### src/rtl/cfg_gate_pkg.sv
package cfg_gate_pkg;

    localparam logic [2:0] KIND_WIN_RD  = 3'd0;
    localparam logic [2:0] KIND_WIN_WR  = 3'd1;
    localparam logic [2:0] KIND_WIN_WRR = 3'd2;
    localparam logic [2:0] KIND_MNT_RD  = 3'd3;
    localparam logic [2:0] KIND_MNT_WR  = 3'd4;

    typedef enum logic [1:0] {
        ROUTE_GRANT,
        ROUTE_DENY,
        ROUTE_FWD
    } route_e;

    typedef struct packed {
        route_e route;
        logic   is_wr;
    } verdict_t;

    typedef enum logic [1:0] {
        S_IDLE,
        S_ACCESS,
        S_RESP,
        S_FWD
    } gate_state_e;

endpackage

### src/rtl/cfg_window_match.sv
module cfg_window_match #(
    parameter int ADDR_W   = 34,
    parameter int BASE_W   = 14,
    parameter int BASE_LSB = 17,
    localparam int OFFS_W  = ADDR_W - BASE_W
) (
    input  logic [ADDR_W-1:0] addr,
    input  logic [31:0]       base_reg,
    output logic              hit,
    output logic [OFFS_W-1:0] offset
);
    logic [BASE_W-1:0] base_field;

    always_comb begin
        base_field = base_reg[BASE_LSB +: BASE_W];
        hit        = (addr[ADDR_W-1 -: BASE_W] == base_field);
        offset     = addr[OFFS_W-1:0];
    end
endmodule

### src/rtl/cfg_req_classify.sv
module cfg_req_classify
    import cfg_gate_pkg::*;
#(
    parameter int OFFS_W     = 20,
    parameter int MNT_OK_W   = 16,
    parameter int LEN_W      = 4,
    parameter int WORD_BYTES = 4
) (
    input  logic [2:0]        kind,
    input  logic [LEN_W-1:0]  len,
    input  logic              win_hit,
    input  logic [OFFS_W-1:0] offset,
    input  logic              ext_block,
    output verdict_t          verdict
);
    logic size_ok;
    logic mnt_in_range;

    always_comb begin
        size_ok      = (len == LEN_W'(WORD_BYTES));
        mnt_in_range = (offset[OFFS_W-1:MNT_OK_W] == '0);
        verdict.is_wr = (kind == KIND_WIN_WR) || (kind == KIND_WIN_WRR) ||
                        (kind == KIND_MNT_WR);
        unique case (kind)
            KIND_WIN_RD, KIND_WIN_WRR: begin
                if (!win_hit)
                    verdict.route = ROUTE_FWD;
                else if (size_ok && !ext_block)
                    verdict.route = ROUTE_GRANT;
                else
                    verdict.route = ROUTE_DENY;
            end
            KIND_WIN_WR:
                verdict.route = win_hit ? ROUTE_DENY : ROUTE_FWD;
            KIND_MNT_RD, KIND_MNT_WR:
                verdict.route = (size_ok && mnt_in_range) ? ROUTE_GRANT : ROUTE_DENY;
            default:
                verdict.route = ROUTE_FWD;
        endcase
    end
endmodule

### src/rtl/cfg_access_gate.sv
module cfg_access_gate
    import cfg_gate_pkg::*;
#(
    parameter int ADDR_W   = 34,
    parameter int BASE_W   = 14,
    parameter int BASE_LSB = 17,
    parameter int MNT_OK_W = 16,
    parameter int LEN_W    = 4,
    parameter int TAG_W    = 8,
    parameter int DATA_W   = 32,
    localparam int OFFS_W  = ADDR_W - BASE_W
) (
    input  logic              clk,
    input  logic              rst_n,
    input  logic              req_valid,
    output logic              req_ready,
    input  logic [2:0]        req_kind,
    input  logic [ADDR_W-1:0] req_addr,
    input  logic [LEN_W-1:0]  req_len,
    input  logic [DATA_W-1:0] req_wdata,
    input  logic [TAG_W-1:0]  req_tag,
    input  logic [31:0]       base_reg,
    input  logic              ext_cfg_block,
    output logic              rf_en,
    output logic              rf_we,
    output logic [OFFS_W-1:0] rf_addr,
    output logic [DATA_W-1:0] rf_wdata,
    input  logic [DATA_W-1:0] rf_rdata,
    output logic              rsp_valid,
    output logic              rsp_err,
    output logic [DATA_W-1:0] rsp_data,
    output logic [TAG_W-1:0]  rsp_tag,
    output logic              nm_valid,
    output logic [TAG_W-1:0]  nm_tag
);
    gate_state_e       state_q, state_d;
    verdict_t          verdict;
    logic              win_hit;
    logic [OFFS_W-1:0] offset;
    logic              accept;

    logic              grant_q;
    logic              wr_q;
    logic [OFFS_W-1:0] offs_q;
    logic [DATA_W-1:0] wdata_q;
    logic [TAG_W-1:0]  tag_q;

    cfg_window_match #(
        .ADDR_W  (ADDR_W),
        .BASE_W  (BASE_W),
        .BASE_LSB(BASE_LSB)
    ) u_match (
        .addr    (req_addr),
        .base_reg(base_reg),
        .hit     (win_hit),
        .offset  (offset)
    );

    cfg_req_classify #(
        .OFFS_W  (OFFS_W),
        .MNT_OK_W(MNT_OK_W),
        .LEN_W   (LEN_W)
    ) u_classify (
        .kind     (req_kind),
        .len      (req_len),
        .win_hit  (win_hit),
        .offset   (offset),
        .ext_block(ext_cfg_block),
        .verdict  (verdict)
    );

    assign accept = req_valid && (state_q == S_IDLE);

    // State register
    always_ff @(posedge clk) begin
        if (!rst_n)
            state_q <= S_IDLE;
        else
            state_q <= state_d;
    end

    // Next-state decision
    always_comb begin
        state_d = state_q;
        unique case (state_q)
            S_IDLE: begin
                if (req_valid) begin
                    unique case (verdict.route)
                        ROUTE_GRANT: state_d = S_ACCESS;
                        ROUTE_DENY:  state_d = S_RESP;
                        default:     state_d = S_FWD;
                    endcase
                end
            end
            S_ACCESS: state_d = S_RESP;
            S_RESP:   state_d = S_IDLE;
            S_FWD:    state_d = S_IDLE;
            default:  state_d = S_IDLE;
        endcase
    end

    // Request capture at acceptance
    always_ff @(posedge clk) begin
        if (!rst_n) begin
            grant_q <= 1'b0;
            wr_q    <= 1'b0;
            offs_q  <= '0;
            wdata_q <= '0;
            tag_q   <= '0;
        end else if (accept) begin
            grant_q <= (verdict.route == ROUTE_GRANT);
            wr_q    <= verdict.is_wr;
            offs_q  <= offset;
            wdata_q <= req_wdata;
            tag_q   <= req_tag;
        end
    end

    // Outputs from state
    always_comb begin
        req_ready = 1'b0;
        rf_en     = 1'b0;
        rf_we     = 1'b0;
        rsp_valid = 1'b0;
        rsp_err   = 1'b0;
        rsp_data  = '0;
        nm_valid  = 1'b0;
        unique case (state_q)
            S_IDLE:   req_ready = 1'b1;
            S_ACCESS: begin
                rf_en = 1'b1;
                rf_we = wr_q;
            end
            S_RESP: begin
                rsp_valid = 1'b1;
                rsp_err   = !grant_q && wr_q;
                if (grant_q && !wr_q)
                    rsp_data = rf_rdata;
            end
            S_FWD:    nm_valid = 1'b1;
            default:  req_ready = 1'b0;
        endcase
        rf_addr  = offs_q;
        rf_wdata = wdata_q;
        rsp_tag  = tag_q;
        nm_tag   = tag_q;
    end
endmodule

### config.mk
export PLATFORM = sky130hd
export DESIGN_NAME = cfg_access_gate
export DESIGN_NICKNAME = d
export VERILOG_FILES = /design/src/rtl/cfg_gate_pkg.sv /design/src/rtl/cfg_window_match.sv /design/src/rtl/cfg_req_classify.sv /design/src/rtl/cfg_access_gate.sv
export SDC_FILE = /design/constraint.sdc
export NUM_CORES = 1
export LEC_CHECK = 0
export ABC_CLOCK_PERIOD_IN_PS = 1100
export BUFFER_PORTS_ARGS = -buffer_cell sky130_fd_sc_hd__buf_2
export CAP_MARGIN = 20
export CORE_ASPECT_RATIO = 0.8
export CORE_MARGIN = 8
export CORE_UTILIZATION = 34
export CTS_CLUSTER_DIAMETER = 30
export DETAILED_ROUTE_END_ITERATION = 16
export PLACE_DENSITY_LB_ADDON = 0.15
export REMOVE_ABC_BUFFERS = 1
export SLEW_MARGIN = 5
export SYNTH_ARGS = -nofsm -noshare
export SYNTH_HDL_FRONTEND = slang
export SYNTH_SLANG_ARGS = --single-unit
export TNS_END_PERCENT = 30
### constraint.sdc
create_clock -name clk -period 1.1 [get_ports clk]
set_input_delay 0.165 -clock clk [delete_from_list [all_inputs] [get_ports clk]]
set_output_delay 0.165 -clock clk [all_outputs]
set_load 0.05 [all_outputs]
==> reports/metrics.yaml, run 1 <==
crit_buf_inv: 2
ir_drop_mv: 0.776
hold_class: "input port to flop"
syn_area_per_cell_um2: 8.12
grt_first_pass_wirelength_mm: 17.4
synth.area.top_cells: "dfxtp_1, nand2_1, a21boi_0, and2_1, xnor2_1"
setup_viol: 101
fin_crit_ps: 1730
fin_skew_ps: 8.05
violations: "setup timing"
cts-hold-fix-buffers: 0
layout_common_cells: "buf_2, nand2_1, buf_4, dfxtp_1, buf_6"
clkTransAtPathRegs_ps: 70
end_kind: "primary output"
worst_setup_path_start_kind: "flop"
grt_overflow_total: 0
num_vias: 3228
vias_per_cell: 4.49
max_stage_delay_ps: 320
cts_tree: "built"
fp.dieW_um: 120
drc: 0
diodes: 0
crit_arrival_ps: 1570
io_buffer_count: 236
holdWs_ps: 49.9
nets: 752
layout_setup_ws_ps: -633
grt_pass1_vias: 3291
placed_area_um2: 4340
crit_family: "simple AND/OR/NAND/NOR gates"
fin_area_um2: 5270
die_h_um: 99.3
yosysTopAreaCell: "dfxtp_1"
wl_per_cell_um: 15.6
critPathMaxFanout: 32
drive_gt1_frac: 0.493
root_buffer: "clkbuf_8"
synth_top_area_frac: 0.435
hpwl_mm: 7.94
row_count: 30
antenna_found_initial: 0
cts_max_level: 3
synth.distinct_cells: 28
tightestPinTransition_ps: 374
ant_nets: 0
grt_max_degree: 39
status: "finished, violations left"
cts_buffers: 9
yosys_warnings: 0
start_util: 0.349
final_max_slew_viol_count: 0
die_area_um2: 11900
gp_congestion: 0.765
drt_iter0_markers: 115
syn_to_final_growth_pct: 78.8
setup.worst_path.class: "flop to primary output"
core_area_um2: 8450
final_common_cell: "buf_2"
worstPathCellList: "and2b_1 > and3b_2 > buf_12 > and2_1 > buf_6"
max-slew-margin-rel: 0.749
worstSkewPairLatency_ps: 340
powerDensity_nw_per_um2: 1200
cp.required_ps: 940
ff2ff_setup_slack_ps: -260
ys_seq_area_frac: 0.435
syn-cell-area_um2: 2950
netlist_instances: 363
rsz0062_at_grt: "true"
grt_usage: 0.181
io_pins: 255
clockBufferDepth: 2
final_hold_viol_count: 0
p_leak_uw: 0.00251
routed_wl_mm: 11.2
fmax_ghz: 0.577
slowest_stage: "dfxtp_2"
period_share: 1.58
drv_cap: 0
first_pass_iters: 4
nFillCells: 754
cts_sinks: 64
ys_ff_latch: 64
==> Yosys cell counts, drive strengths merged <==
library cell,instances
buf,18
a21boi,60
clkbuf,15
dfxtp,64
nor4,2
nand3,2
nor2b,1
a211oi,1
o31ai,1
o211a,1
and2b,1
nand4,3
and2,35
xor2,1
a221oi,2
nor3b,1
nand2,128
o21ai,4
nor2,4
a31oi,1
xnor2,14
nor4b,1
o31a,1
and3b,2
==> cell families (layout without fill, tap and decap cells) <==
logic type	after synthesis	in the layout	share of synthesized area
flip-flops	64	64	0.435
XOR/XNOR	15	15	0.0446
AO/OA/AOI/OAI	71	71	0.179
AND/OR/NAND/NOR	180	180	0.280
buffers and inverters	33	277	0.0620
==> worst paths after layout <==
check,endpoint,startpoint,cells past startpoint
max,rsp_data[23],state_q[0]$_SDFFE_PN0P_,5
min,nm_tag[1]$_SDFFE_PN0P_,req_tag[1],3
max reg2reg,rf_addr[16]$_SDFFE_PN0P_,state_q[0]$_SDFFE_PN0P_,7
min reg2reg,rf_addr[14]$_SDFFE_PN0P_,rf_addr[14]$_SDFFE_PN0P_,2
==> final cells by class <==
| type | instances | area [µm²] | area share |
|---|---|---|---|
| repair buffers | 262 | 2100 | 0.399 |
| well taps | 112 | 140 | 0.0266 |
| multi-input cells | 266 | 1570 | 0.297 |
| clock inverters | 3 | 17.5 | 0.00332 |
| flip-flops and latches | 64 | 1290 | 0.244 |
| clock buffers | 12 | 155 | 0.0294 |
==> repair_timing <==
item | CTS | global route
pin swaps | 2 | 4
setup buffers | 3 | 0
resized for setup | 191 | 44
cloned | 5 | 0
endpoints found under the setup margin | 169 | 124
==> routing by layer <==
metal,GRT usage,wire length [µm],part of all wire,up-vias
li1,-,-,-,1644
met1,0.188,4310,0.38,1462
met2,0.329,5900,0.52,107
met3,0.0725,862,0.077,15
met4,0.0565,167,0.015,0
met5,0,0,0,-
==> tightest hold or removal path: cells and delay by family <==
kind / cells / cell delay, ps
buffers and inverters: 1 / 90
AND/OR/NAND/NOR: 1 / 50
AO/OA/AOI/OAI: 1 / 50
==> stage by stage <==
step	setup slack [ps]	cells	util	TNS, ps	power, µW
3_3_place_gp	-304	696	0.514	-24880	4200
2_1_floorplan	-1640	330	-	-125180	3530
4_1_cts	-631	719	0.611	-34360	6350
5_1_grt	-718	719	0.624	-40570	6610
3_5_place_dp	-338	696	0.514	-27850	4220
6_report	-633	719	0.624	-33130	6320
==> sequential cells by signal (all words and copies together), names as in the netlist <==
name	cells
rf_wdata	32
rf_addr	20
nm_tag	8
state_q	2
grant_q	1
wr_q	1
==> power by group <==
part           total [µW]  internal, µW  leakage [µW]  switching, µW
clock network        1780           921     0.0000882            863
registers            2560          2470      0.000527           91.5
logic                1970           836       0.00190           1140
total                6320          4230       0.00251           2090
(Power assumes the default switching activity.)
==> run 2, diff against run 1 <==
--- a/config.mk
+++ b/config.mk
@@ -6,7 +6,7 @@
 export NUM_CORES = 1
 export LEC_CHECK = 0
 export ABC_CLOCK_PERIOD_IN_PS = 1100
-export BUFFER_PORTS_ARGS = -buffer_cell sky130_fd_sc_hd__buf_2
+export BUFFER_PORTS_ARGS = -buffer_cell sky130_fd_sc_hd__buf_4
 export CAP_MARGIN = 20
 export CORE_ASPECT_RATIO = 0.8
 export CORE_MARGIN = 8
==> run 2 against run 1 <==
  * The flow still finishes with violations (setup timing)
  * Via count down 0.15%
  * Register-to-register slack about the same
  * Maximum frequency down 1.0%
  * Clock-buffer cell count down 2
  * Utilization up 2.8 points
  * Highest routed layer unchanged
==> reports/metrics.yaml, run 2 (synthesis results as in run 1) <==
violations: "setup timing"
setup_viol: 101
die_area_um2: 11900
status: "finished, violations left"
fin_crit_ps: 1750
placed_area_um2: 4880
die_h_um: 99.3
num_vias: 3223
final_common_cell: "buf_4"
grt_first_pass_wirelength_mm: 16.7
crit_end: "rsp_data[21]"
grt_usage: 0.174
fin_skew_ps: 10.7
worstSkewPairLatency_ps: 330
rsz0062_at_grt: "true"
holdWs_ps: 70.1
drive_gt1_frac: 0.511
largest_reg_flops: 32
grt_overflow_total: 0
hold_class: "input port to flop"
final_max_slew_viol_count: 0
wl_per_cell_um: 16.0
drc: 0
hpwl_mm: 8.56
setup.worst_path.class: "flop to primary output"
syn_to_final_growth_pct: 86.7
ant_nets: 0
io_pins: 255
r2r-start: "state_q[1]$_SDFFE_PN0P_"
ir_drop_mv: 0.674
worstPathCellList: "and2b_1 > and3b_2 > clkbuf_16 > and2_1 > buf_6"
period_share: 1.59
start_util: 0.349
crit_family: "simple AND/OR/NAND/NOR gates"
antenna_found_initial: 0
end_kind: "primary output"
grt_max_degree: 45
core_area_um2: 8450
max-slew-margin-rel: 0.778
row_count: 30
drt_iter0_markers: 103
crit_path_start: "state_q[0]$_SDFFE_PN0P_"
r2r_cells: 7
setup_tns_ps: -33660
fmax_ghz: 0.571
first_pass_iters: 4
preCtsSetupSlack_ps: -365
path_depth: 5
io_buffer_count: 236
p_leak_uw: 0.00260
routed_wl_mm: 11.5
cts-hold-fix-buffers: 0
fp.dieW_um: 120
layout_setup_ws_ps: -650
diodes: 0
layout_common_cells: "buf_4, nand2_1, dfxtp_1, a21boi_1, buf_6"
cts_tree: "built"
clockBufferDepth: 2
crit_buf_inv: 2
cp.required_ps: 940
max_stage_delay_ps: 320
grt_pass1_vias: 3176
tightestPinTransition_ps: 333
nets: 751
fin_area_um2: 5500
critPathMaxFanout: 16
root_buffer: "clkbuf_8"
rr_endpoint: "rf_addr[10]$_SDFFE_PN0P_"
drv_cap: 0
cts_buffers: 9
cts_max_level: 3
slowest_stage: "dfxtp_2"
cts_sinks: 64
clkTransAtPathRegs_ps: 70
powerDensity_nw_per_um2: 1130
gp_congestion: 0.791
worst_setup_path_start_kind: "flop"
vias_per_cell: 4.48
crit_arrival_ps: 1590
ff2ff_setup_slack_ps: -260
final_hold_viol_count: 0
==> run 2: stage by stage <==
| stage | instances | util | power (µW) |
|---|---|---|---|
| floorplan | 330 | - | 3530 |
| global placement | 696 | 0.578 | 4390 |
| detailed placement | 696 | 0.578 | 4420 |
| CTS | 712 | 0.616 | 6150 |
| global route | 719 | 0.652 | 6510 |
| finish | 719 | 0.652 | 6210 |
==> run 2: repair_timing <==
| item | 4_1_cts | 5_1_grt |
|---|---|---|
| resized for setup | 51 | 89 |
| cloned | 0 | 3 |
| pin swaps | 1 | 5 |
| endpoints found under the setup margin | 101 | 117 |
| buffers inserted | 0 | 4 |
==> run 2: per-layer routing <==
metal / global-route usage / wire length (µm) / vias up
met5: 0 / 0 / -
met3: 0.0696 / 883 / 6
li1: - / - / 1642
met2: 0.314 / 6170 / 92
met1: 0.185 / 4360 / 1483
met4: 0.0393 / 68 / 0
==> run 2: where the power goes <==
| group | internal [µW] | total (µW) | leakage (µW) | switching (µW) |
|---|---|---|---|---|
| Clock | 805 | 1700 | 0.0000858 | 891 |
| Sequential | 2470 | 2550 | 0.000527 | 84.3 |
| Combinational | 856 | 1960 | 0.00199 | 1110 |
| Total | 4130 | 6210 | 0.00260 | 2080 |
==> run 2: cell type report <==
| cell class | instances | area [µm²] |
|---|---|---|
| clock buffers | 10 | 128 |
| clock inverters | 6 | 36.3 |
| fillers | 732 | 2940 |
| multi-input cells | 266 | 1600 |
| flip-flops and latches | 64 | 1290 |
| well taps | 112 | 140 |
| repair buffers | 261 | 2320 |
==> run 2: how the worst min path moves through the flow <==
stage                  startpoint                   endpoint  depth (start not counted)
CTS                 req_wdata[22]  rf_wdata[22]$_SDFFE_PN0P_                          3
global route          req_addr[0]    rf_addr[0]$_SDFFE_PN0P_                          3
detailed placement  req_wdata[19]  rf_wdata[19]$_SDFFE_PN0P_                          3
finish                req_addr[2]    rf_addr[2]$_SDFFE_PN0P_                          3
global placement    req_wdata[14]  rf_wdata[14]$_SDFFE_PN0P_                          3
floorplan                   rst_n          wr_q$_SDFFE_PN0P_                          1
==> run 2: worst min-delay path: stages <==
cell	delay (ps)
buf_4	110
nand2_1	40
a21boi_1	40
